### config.mk
export PLATFORM = sky130hd
export DESIGN_NAME = i2c_rx_regsel
export DESIGN_NICKNAME = d
export VERILOG_FILES = /design/src/rtl/i2crx_pkg.sv /design/src/rtl/line_sync.sv /design/src/rtl/rx_shifter.sv /design/src/rtl/i2c_rx_regsel.sv
export SDC_FILE = /design/constraint.sdc
export NUM_CORES = 1
export LEC_CHECK = 0
export BUFFER_PORTS_ARGS = -buffer_cell sky130_fd_sc_hd__clkbuf_2
export CORE_ASPECT_RATIO = 1.25
export CORE_MARGIN = 2
export CORE_UTILIZATION = 40
export CTS_BUF_LIST = sky130_fd_sc_hd__clkbuf_2 sky130_fd_sc_hd__clkbuf_4 sky130_fd_sc_hd__clkbuf_8
export CTS_CLUSTER_DIAMETER = 100
export CTS_CLUSTER_SIZE = 40
export DETAILED_ROUTE_END_ITERATION = 7
export GPL_TIMING_DRIVEN = 0
export PLACE_DENSITY = 0.6
export SLEW_MARGIN = 20
export SYNTH_ARGS = -nofsm -noshare
export SYNTH_HDL_FRONTEND = slang
export SYNTH_SLANG_ARGS = --single-unit
### constraint.sdc
create_clock -name clk -period 3.1 [get_ports clk]
set_input_delay 0.465 -clock clk [delete_from_list [all_inputs] [get_ports clk]]
set_output_delay 0.465 -clock clk [all_outputs]
set_load 0.005 [all_outputs]
### src/rtl/i2crx_pkg.sv
package i2crx_pkg;
    localparam int BYTE_W = 8;
    localparam int ID_W   = 6;

    typedef enum logic [2:0] {
        RX_IDLE     = 3'd0,
        RX_ADDR     = 3'd1,
        RX_ADDR_ACK = 3'd2,
        RX_DATA     = 3'd3,
        RX_DATA_ACK = 3'd4,
        RX_SKIP     = 3'd5
    } rx_state_e;
endpackage

### src/rtl/line_sync.sv
module line_sync #(
    parameter int STAGES = 2
) (
    input  logic clk,
    input  logic rst_n,
    input  logic line_i,
    output logic level_o,
    output logic rise_o,
    output logic fall_o
);
    logic [STAGES-1:0] chain_q;
    logic              prev_q;

    generate
        if (STAGES == 1) begin : g_one
            always_ff @(posedge clk or negedge rst_n) begin
                if (!rst_n) chain_q <= '1;
                else        chain_q <= line_i;
            end
        end else begin : g_many
            always_ff @(posedge clk or negedge rst_n) begin
                if (!rst_n) chain_q <= '1;
                else        chain_q <= {chain_q[STAGES-2:0], line_i};
            end
        end
    endgenerate

    always_ff @(posedge clk or negedge rst_n) begin
        if (!rst_n) prev_q <= 1'b1;
        else        prev_q <= chain_q[STAGES-1];
    end

    assign level_o = chain_q[STAGES-1];
    assign rise_o  = chain_q[STAGES-1] & ~prev_q;
    assign fall_o  = ~chain_q[STAGES-1] & prev_q;
endmodule

### src/rtl/rx_shifter.sv
module rx_shifter #(
    parameter int W     = 8,
    localparam int CW   = $clog2(W + 1)
) (
    input  logic          clk,
    input  logic          rst_n,
    input  logic          clear_i,
    input  logic          shift_i,
    input  logic          bit_i,
    output logic [W-1:0]  data_o,
    output logic [CW-1:0] count_o
);
    always_ff @(posedge clk or negedge rst_n) begin
        if (!rst_n) begin
            data_o  <= '0;
            count_o <= '0;
        end else if (clear_i) begin
            count_o <= '0;
        end else if (shift_i) begin
            data_o  <= {data_o[W-2:0], bit_i};
            count_o <= count_o + 1'b1;
        end
    end
endmodule

### src/rtl/i2c_rx_regsel.sv
module i2c_rx_regsel
    import i2crx_pkg::*;
#(
    parameter int SYNC_STAGES = 2
) (
    input  logic              clk,
    input  logic              rst_n,
    input  logic              scl_i,
    input  logic              sda_i,
    input  logic [ID_W-1:0]   dev_id_i,
    output logic              sda_oe_o,
    output logic              byte_vld_o,
    output logic [BYTE_W-1:0] byte_o,
    output logic              regsel_o
);
    localparam int CW = $clog2(BYTE_W + 1);
    localparam logic [CW-1:0] FULL = CW'(BYTE_W);

    logic scl_lvl, scl_rise, scl_fall;
    logic sda_lvl, sda_rise, sda_fall;
    logic start_det, stop_det;
    logic sh_clear, sh_shift;
    logic [BYTE_W-1:0] sh_data;
    logic [CW-1:0]     sh_cnt;
    logic              addr_ok;
    rx_state_e state_q, state_d;

    line_sync #(.STAGES(SYNC_STAGES)) u_scl (
        .clk(clk), .rst_n(rst_n), .line_i(scl_i),
        .level_o(scl_lvl), .rise_o(scl_rise), .fall_o(scl_fall));

    line_sync #(.STAGES(SYNC_STAGES)) u_sda (
        .clk(clk), .rst_n(rst_n), .line_i(sda_i),
        .level_o(sda_lvl), .rise_o(sda_rise), .fall_o(sda_fall));

    assign start_det = scl_lvl & sda_fall;
    assign stop_det  = scl_lvl & sda_rise;

    assign sh_shift = scl_rise && (sh_cnt != FULL) &&
                      (state_q == RX_ADDR || state_q == RX_DATA);
    assign sh_clear = start_det ||
                      (scl_fall && (state_q == RX_ADDR_ACK || state_q == RX_DATA_ACK));

    rx_shifter #(.W(BYTE_W)) u_shift (
        .clk(clk), .rst_n(rst_n), .clear_i(sh_clear), .shift_i(sh_shift),
        .bit_i(sda_lvl), .data_o(sh_data), .count_o(sh_cnt));

    assign addr_ok = (sh_data[BYTE_W-1:2] == dev_id_i) && !sh_data[0];

    // next-state logic
    always_comb begin
        state_d = state_q;
        if (stop_det) begin
            state_d = RX_IDLE;
        end else if (start_det) begin
            state_d = RX_ADDR;
        end else begin
            unique case (state_q)
                RX_IDLE:     state_d = RX_IDLE;
                RX_ADDR:     if (scl_fall && sh_cnt == FULL)
                                 state_d = addr_ok ? RX_ADDR_ACK : RX_SKIP;
                RX_ADDR_ACK: if (scl_fall) state_d = RX_DATA;
                RX_DATA:     if (scl_fall && sh_cnt == FULL) state_d = RX_DATA_ACK;
                RX_DATA_ACK: if (scl_fall) state_d = RX_DATA;
                RX_SKIP:     state_d = RX_SKIP;
                default:     state_d = RX_IDLE;
            endcase
        end
    end

    // state register
    always_ff @(posedge clk or negedge rst_n) begin
        if (!rst_n) state_q <= RX_IDLE;
        else        state_q <= state_d;
    end

    // registered outputs
    always_ff @(posedge clk or negedge rst_n) begin
        if (!rst_n) begin
            sda_oe_o   <= 1'b0;
            byte_vld_o <= 1'b0;
            byte_o     <= '0;
            regsel_o   <= 1'b0;
        end else begin
            sda_oe_o   <= (state_d == RX_ADDR_ACK) || (state_d == RX_DATA_ACK);
            byte_vld_o <= (state_q == RX_DATA) && (state_d == RX_DATA_ACK);
            if (state_q == RX_DATA && state_d == RX_DATA_ACK)
                byte_o <= sh_data;
            if (state_q == RX_ADDR && state_d == RX_ADDR_ACK)
                regsel_o <= sh_data[1];
        end
    end

    // pull-down switches only while SCL is low
    a_r5_oe_rise_scl_low: assert property (@(posedge clk) disable iff (!rst_n)
        $rose(sda_oe_o) |-> !scl_lvl);
    a_r5_oe_fall_scl_low: assert property (@(posedge clk) disable iff (!rst_n)
        $fell(sda_oe_o) |-> !scl_lvl);
    // strobe is a single cycle
    a_r6_strobe_single: assert property (@(posedge clk) disable iff (!rst_n)
        byte_vld_o |=> !byte_vld_o);
    // address acknowledged only for matching ID and write
    a_r2_ack_needs_match: assert property (@(posedge clk) disable iff (!rst_n)
        (state_q == RX_ADDR_ACK && $past(state_q) != RX_ADDR_ACK) |->
        (sh_data[BYTE_W-1:2] == dev_id_i && !sh_data[0]));
    // stop returns to idle with line released
    a_r7_stop_idle: assert property (@(posedge clk) disable iff (!rst_n)
        stop_det |=> (state_q == RX_IDLE && !byte_vld_o));
    // skip state never acknowledges
    a_r2_skip_silent: assert property (@(posedge clk) disable iff (!rst_n)
        (state_q == RX_SKIP && $past(state_q) == RX_SKIP) |-> !sda_oe_o);
endmodule

; Word level (Yosys, flattened, before mapping)
; Cells that the tools add are included.
[word_totals]
reg_bits = 32
inputBits = 10
[classes]
n_addsub = 1
n_eq_ne = 10
mux = 9
bitwise_logic = 11
reduce_logical = 15
[op_table]
columns = operator, count
row1 = 3-bit 2-to-1 mux, 6
row2 = 3-bit case mux with 4 select lines, 1
row3 = "3-bit by 2-bit == test with 1-bit output, second input constant", 3
row4 = "3-bit == test, second input constant", 3
row5 = 4-bit 2-to-1 mux, 2
row6 = 1-bit logical AND, 7
row7 = 1-bit AND, 6
row8 = 6-bit == test, 1
row9 = 1-bit NOT, 5
row10 = "4-bit by 1-bit adder with 4-bit output, second input constant", 1
row11 = "4-bit == test, second input constant", 1
row12 = 1-bit logical OR, 4
row13 = "4-bit != test, second input constant", 1
row14 = "3-bit by 1-bit == test with 1-bit output, second input constant", 1
row15 = 2-bit AND reduction, 1
row16 = 2-bit nonzero test, 1
row17 = 2-bit OR reduction, 1
row18 = 1-bit logical NOT, 1

; Longest topological paths before layout
; Gate-level depths: netlist of the first run.
[logic_depth]
word_depth = 9
ltp_mapped = 6
ltp_nobuf = 6

; By module
; A second synthesis of the first run with hierarchy kept.
[unflattened]
cells_unflattened = 115
hier_area_um2 = 1524.0
[by_module_without_submodules]
columns = mod, n_inst, cells_per_inst, area_each_um2, seq_area_each_um2
row1 = i2c_rx_regsel, 1, 70, 790.8, 350.3
row2 = rx_shifter, 1, 35, 545.5, 300.3
row3 = line_sync, 2, 5, 93.8, 78.8

; Worst setup path before layout of the first run
; No wires, ideal clock.
[synth_timing]
kind = reg-to-reg
from = register u_sda.chain_q[1]
to = register u_shift.data_o[0]
arrival_ns = 1.498
required_time_ns = 2.975
slack_ns = 1.477
stages_incl_launch_ff = 5
period_less_slack_ns = 1.623
path_cell_list = dfstp_2 > and2b_4 > a22o_4 > nor2_8 > mux2_2
[synth_between]
elab_chain_cells = 6
[synth_lines]
columns = item, line
row1 = "start, declared", line_sync.sv:11  ; logic [STAGES-1:0] chain_q;
row2 = "start signal, assigned", line_sync.sv:23  ; else chain_q <= {chain_q[STAGES-2:0], line_i};
row3 = 1-bit NOT, line_sync.sv:35  ; assign fall_o = ~chain_q[STAGES-1] & prev_q;
row4 = 1-bit AND, line_sync.sv:35
row5 = 1-bit AND, i2c_rx_regsel.sv:36  ; assign start_det = scl_lvl & sda_fall;
row6 = 1-bit logical OR, i2c_rx_regsel.sv:41  ; assign sh_clear = start_det ||
row7 = 1-bit NOT (no line), n/a
row8 = 2-bit AND reduction (no line), n/a
row9 = "end signal, assigned", rx_shifter.sv:20  ; data_o <= {data_o[W-2:0], bit_i};
row10 = "end, declared", rx_shifter.sv:10  ; output logic [W-1:0] data_o,
; Several ways; a longest one is shown, not always the timed one.
; A chain may end at the register's enable or synchronous reset.

; Worst setup path after layout of the first run
[layout_timing]
from = register u_shift.count_o[0]
to = register regsel_o
[layout_between]
elab_chain_cells = 8
word_cells_on_any_way = 9
classes_between = 2 x eq/ne / 5 x mux / 2 x reduce/logical
[layout_lines]
columns = item, line
row1 = "start, declared", rx_shifter.sv:11  ; output logic [CW-1:0] count_o
row2 = "start signal, assigned", rx_shifter.sv:21  ; count_o <= count_o + 1'b1;
row3 = 4-bit == test (*), "i2c_rx_regsel.sv:60, i2c_rx_regsel.sv:63"
row4 = 1-bit logical AND (*), "i2c_rx_regsel.sv:60, i2c_rx_regsel.sv:63"
row5 = "3-bit 2-to-1 mux, on equally long branches", "i2c_rx_regsel.sv:63, i2c_rx_regsel.sv:60"
row6 = 3-bit case mux with 4 select lines (*), i2c_rx_regsel.sv:58  ; unique case (state_q)
row7 = 3-bit 2-to-1 mux (*), i2c_rx_regsel.sv:55  ; end else if (start_det) begin
row8 = 3-bit 2-to-1 mux (*), i2c_rx_regsel.sv:53  ; if (stop_det) begin
row9 = 3-bit by 2-bit == test with 1-bit output (*), i2c_rx_regsel.sv:89  ; if (state_q == RX_ADDR && state_d == RX_ADDR_ACK)
row10 = 1-bit logical AND (*), i2c_rx_regsel.sv:89
row11 = "end signal, assigned", i2c_rx_regsel.sv:90  ; regsel_o <= sh_data[1];
row12 = "end, declared", i2c_rx_regsel.sv:14  ; output logic regsel_o
; Every way passes the cells marked *; elsewhere a longest branch is shown, timed or not.

==> results of run 1 <==
-- per-stage QoR --
step | utilization, % | area (um2) | std cells
5_1_grt | 49.6 | 1760 | 182
4_1_cts | 49.6 | 1760 | 182
2_1_floorplan | - | 1510 | 115
3_3_place_gp | 46.7 | 1650 | 174
3_5_place_dp | 46.7 | 1650 | 174
6_report | 49.6 | 1760 | 182
-- cell usage after synthesis (2+ instances only) --
cell type  instances  area (um2)
dfrtp_1           26         651
mux2_2            17         191
xnor2_1            7        61.3
dfstp_2            6         158
nor2_1             6        22.5
nand3_1            4        20.0
o21ai_0            4        20.0
xor2_1             4        35.0
inv_1              3        11.3
nor2b_1            3        18.8
a21oi_1            2        10.0
buf_6              2        22.5
ha_1               2        25.0
nand2_1            2        7.51
nand4_1            2        12.5
nor3_1             2        10.0
o21a_1             2        15.0
-- metal layers --
metal,GRT usage [%],part of all wire [%],vias up
met3,4.61,4.1,5
met5,0,0,-
met2,22.8,49,24
met4,6.82,2.1,0
met1,19.7,44,491
li1,-,-,465
-- final timing paths --
kind,to,slack [ns],depth (start not counted),startpoint
worst max register to register,regsel_o,1.28,6,u_shift.count_o[0]
max in group asynchronous,byte_vld_o,2.34,1,rst_n
min in group asynchronous,u_shift.data_o[0],0.26,1,rst_n
worst min register to register,u_scl.chain_q[1],0.36,0,u_scl.chain_q[0]
worst min-delay path,u_scl.chain_q[0],0.25,1,scl_i
worst max-delay path,regsel_o,1.28,6,u_shift.count_o[0]
-- area by class of cell --
type                    count  area [um2]  share of cell area (%)
multi-input cells          78         663                    37.7
inverters                   3        11.3                   0.641
clock buffers               8         104                    5.91
well taps                  39        48.8                    2.78
flip-flops and latches     32         808                    46.0
repair buffers             20         100                    5.69
plain buffers               2        22.5                    1.28
-- report_power, final --
| group | switching [uW] | leakage [uW] | internal [uW] | total, uW |
|---|---|---|---|---|
| Sequential | 79.6 | 0.000410 | 490 | 569 |
| Clock | 149 | 0.0000549 | 211 | 361 |
| Combinational | 91.5 | 0.000389 | 109 | 201 |
| Total | 320 | 0.000853 | 810 | 1130 |
-- cells by family after synthesis --
group | count (synthesis) | share of synthesized area (%)
buffers and inverters | 5 | 2.24
AOI/OAI and AO/OA | 17 | 8.65
DFF | 32 | 53.7
xor gates and xnor gates | 11 | 6.40
and+or+nand+nor | 31 | 14.6
adders and majority gates | 2 | 1.66
muxes | 17 | 12.7
-- state kept, by name, indices dropped and copies added, names as in the netlist --
name and flops:
sda_oe_o 1, byte_o 8, state_q 3, regsel_o 1
u_scl.chain_q 2, byte_vld_o 1, u_shift.data_o 8, u_shift.count_o 4
u_scl.prev_q 1, u_sda.prev_q 1, u_sda.chain_q 2
-- cell usage in the layout, fill, tap and decap left out, types with 2 or more instances in the layout --
master    Yosys  layout
inv_1         3       3
nand4_1       2       2
ha_1          2       2
buf_6         2       2
dfstp_2       6       6
xor2_1        4       4
clkbuf_8      0       7
nor2b_1       3       3
xnor2_1       7       7
mux2_2       17      17
nor3_1        2       2
nand2_1       2       2
nor2_1        6       6
clkbuf_2      0      20
dfrtp_1      26      26
a21oi_1       2       2
o21ai_0       4       4
o21a_1        2       2
nand3_1       4       4
-- critical path: stages (launching register included) --
cell and delay [ns]:
dfrtp_1 0.41, inv_1 0.10, ha_1 0.22, and3b_1 0.22, nand3_1 0.11, nor3_1 0.27, mux2_2 0.38
==> results.yml, run 1 <==
timing:
  finalHoldViolations: 0
  skew_ns: 0.00746
  fin_crit_sh_pct: 58.6
  drv_slew: 0
  max_slew_margin_pct: 47.0
  whs_ns: 0.255
  timing.final.ws_setup_ns: 1.28
  setup_viol: 0
  grt_setup_unrepaired: "false"
  post-route-min-period_ns: 1.82
  worst_pin_slew_ns: 0.796
  tns_ns: 0
  fmax_mhz: 551
pwr:
  totalPowerFinal_uw: 1130
  p_leak_uw: 0.000853
  power_density_mw_per_mm2: 643
  ir_worst_vdd_v: 0.000342
floorplan:
  core_mm2: 0.00354
  start_util_pct: 42.5
  die_w_um: 58.9
  die_h_um: 72.6
  num_rows: 24
  num_io_pins: 21
  fp.dieArea_mm2: 0.00427
clock_network:
  clk_path_buf_depth: 2
  clock_latency_ns: 0.28
  ctsResizeCount: 0
  htreeDepth: 2
  cts-root-buf: "clkbuf_8"
  cts_setup_buffers: 0
  cts_hold_buf: 0
  cts_tree: "yes"
  cts.sinks: 32
  cts_buffers: 5
  path_clk_slew_ns: 0.07
finish:
  nets: 154
  fillCellCount: 342
  synthToLayoutAreaGrowth_pct: 16.8
  num_antenna_cells: 0
  drive_above_1_share_pct: 42.0
worst_setup_path:
  arrival_ns: 1.98
  crit_type: "flop to flop"
  required_ns: 3.26
  path_max_fanout: 3
  cp-start-kind: "flop"
  crit_path_end_kind: "flop"
synth:
  yosys_warnings: 0
  syn-cell-area_mm2: 0.00151
  avgSynthCellArea_um2: 13.1
  synth_seq_cells: 32
  ys_seq_area_share_pct: 53.7
  postSynth.asyncResetShare_pct: 100
  ys.flop_type: "dfrtp_1"
  syn_nets: 127
  syn_inst: 115
  yosysUniqueCellTypes: 38
  synth_edf_count: 0
place:
  pre_cts_slack_ns: 1.28
  place.gp.congestion: 0.831
  hpwl_um: 1980
  portBuffers: 20
route:
  viasPerCell: 5.41
  drc_errors: 0
  ant_nets: 0
  drt-pass1-iter-count: 4
  drt_iter0_markers: 30
  wire_per_inst_um: 15.2
  vias: 985
  drt_wl_total_um: 2760
grt:
  grt_usage_pct: 15.0
  grt_pass1_vias: 967
  grt_pass1_wl_um: 4760
  grt.overflow.total: 0
  grt_max_degree: 33
  antenna_found_initial: 0
run_status:
  status: "completed"
job:
  drv_cap: 0
min_path:
  hold_class: "primary input to flop"
Power figures use the tool's default switching activity.
==> inputs of run 2 (changes only) <==
Clock period 3.1 ns to 1.8 ns, I/O delays scaled along.
==> run 2 against run 1 <==
  * Register-to-register slack worse by 1.2 ns
  * Critical path type unchanged
  * Clock power is 72% higher
  * Largest power group unchanged
  * Fmax is 5.2% higher
  * First-iteration DRC count shrank 20%
==> results.yml, run 2 (same netlist as run 1, synthesis figures left out) <==
run_status:
  status: "completed"
worst_setup_path:
  arrival_ns: 1.89
  reg2reg_slack_ns: 0.07
  crit_path_end_kind: "flop"
  worstReg2RegStart: "u_shift.count_o[0]"
  crit_type: "flop to flop"
  cp-start-kind: "flop"
  required_ns: 1.96
  timing.rr.end: "regsel_o"
  path_max_fanout: 3
  reg2reg_depth: 6
finish:
  multi_input_area_um2: 678
  layout_common_cells: "dfrtp_1 (26), clkbuf_2 (20), mux2_2 (17)"
  nets: 154
  drive_above_1_share_pct: 43.4
  synthToLayoutAreaGrowth_pct: 17.8
  reg.largest.list: "byte_o x8, u_shift.data_o x8, u_shift.count_o x4"
  fillCellCount: 339
  seq_area_um2: 808
  layout_commonest_cell: "dfrtp_1"
  num_antenna_cells: 0
clock_network:
  cts.sinks: 32
  cts_tree: "yes"
  cts_hold_buf: 0
  cts-root-buf: "clkbuf_8"
  htreeDepth: 2
  clk_path_buf_depth: 2
  clock_latency_ns: 0.28
  path_clk_slew_ns: 0.07
  cts_buffers: 5
pwr:
  p_leak_uw: 0.000852
  power_density_mw_per_mm2: 1100
  ir_worst_vdd_v: 0.000589
floorplan:
  die_h_um: 72.6
  num_rows: 24
  core_mm2: 0.00354
  start_util_pct: 42.5
  fp.dieArea_mm2: 0.00427
  num_io_pins: 21
  die_w_um: 58.9
timing:
  post-route-min-period_ns: 1.73
  whs_ns: 0.0608
  timing.final.ws_setup_ns: 0.0730
  fmax_mhz: 579
  skew_ns: 0.00637
  worst_pin_slew_ns: 0.788
  grt_setup_unrepaired: "false"
  max_slew_margin_pct: 47.5
  drv_slew: 0
  setup_viol: 0
  fin_crit_sh_pct: 95.9
  finalHoldViolations: 0
min_path:
  hold_class: "primary input to asynchronous set/reset pin"
route:
  drt_wl_total_um: 2780
  drc_errors: 0
  ant_nets: 0
  viasPerCell: 5.45
  drt_iter0_markers: 24
  drt-pass1-iter-count: 4
  wire_per_inst_um: 15.3
  vias: 991
grt:
  grt.overflow.total: 0
  grt_pass1_vias: 966
  grt_pass1_wl_um: 4770
  grt_usage_pct: 15.0
  grt_max_degree: 33
  antenna_found_initial: 0
job:
  drv_cap: 0
place:
  portBuffers: 20
  place.gp.congestion: 0.831
  pre_cts_slack_ns: -0.0174
  hpwl_um: 1980
==> run 2: what timing repair did <==
action,in CTS,in global routing
pin swaps,0,1
resized for setup,2,1
endpoints found under the setup margin,9,3
buffers inserted,0,0
==> run 2: power breakdown <==
group / total (uW) / switching (uW) / internal (uW)
clock: 620 / 256 / 364
sequential: 980 / 137 / 843
combinational: 353 / 163 / 190
total: 1950 / 556 / 1400
==> run 2: routing by layer <==
layer | up-vias | part of all wire (%) | track usage (%)
met1 | 503 | 44 | 19.7
li1 | 463 | - | -
met5 | - | 0 | 0
met3 | 5 | 4.0 | 4.61
met2 | 20 | 50 | 22.8
met4 | 0 | 2.1 | 6.82
==> run 2: how the worst max path moves through the flow <==
| stage | to | depth (start not counted) | start | slack (ns) |
|---|---|---|---|---|
| global route | regsel_o | 6 | u_shift.count_o[0] | 0.005 |
| floorplan | u_shift.data_o[0] | 4 | u_sda.chain_q[1] | 0.18 |
| finish | regsel_o | 6 | u_shift.count_o[0] | 0.07 |
| detailed placement | regsel_o | 6 | u_shift.count_o[0] | -0.02 |
| global placement | regsel_o | 6 | u_shift.count_o[0] | 0.02 |
| CTS | u_shift.data_o[2] | 4 | u_sda.chain_q[1] | 0.03 |
==> run 2: metrics by stage <==
step | instances | util [%] | total power (uW) | instance area [um2] | TNS, ns
5_1_grt | 182 | 50.0 | 2070 | 1770 | 0
2_1_floorplan | 115 | - | 1230 | 1510 | 0
6_report | 182 | 50.0 | 1950 | 1770 | 0
3_3_place_gp | 174 | 46.7 | 1320 | 1650 | 0
3_5_place_dp | 174 | 46.7 | 1340 | 1650 | -0.0338
4_1_cts | 182 | 50.0 | 1980 | 1770 | 0
==> run 2: worst max-delay path, stage by stage, from the launching register on <==
cell     delay (ns)
dfrtp_1        0.41
inv_1          0.10
ha_1           0.21
and3b_1        0.22
nand3_1        0.12
nor3_2         0.18
mux2_2         0.36
==> run 2: final cells by class <==
type | count | share of cell area (%)
flip-flops and latches | 32 | 45.6
plain buffers | 2 | 1.27
repair buffers | 20 | 5.65
inverters | 3 | 0.635
clock buffers | 8 | 5.86
multi-input cells | 78 | 38.2
well taps | 39 | 2.75
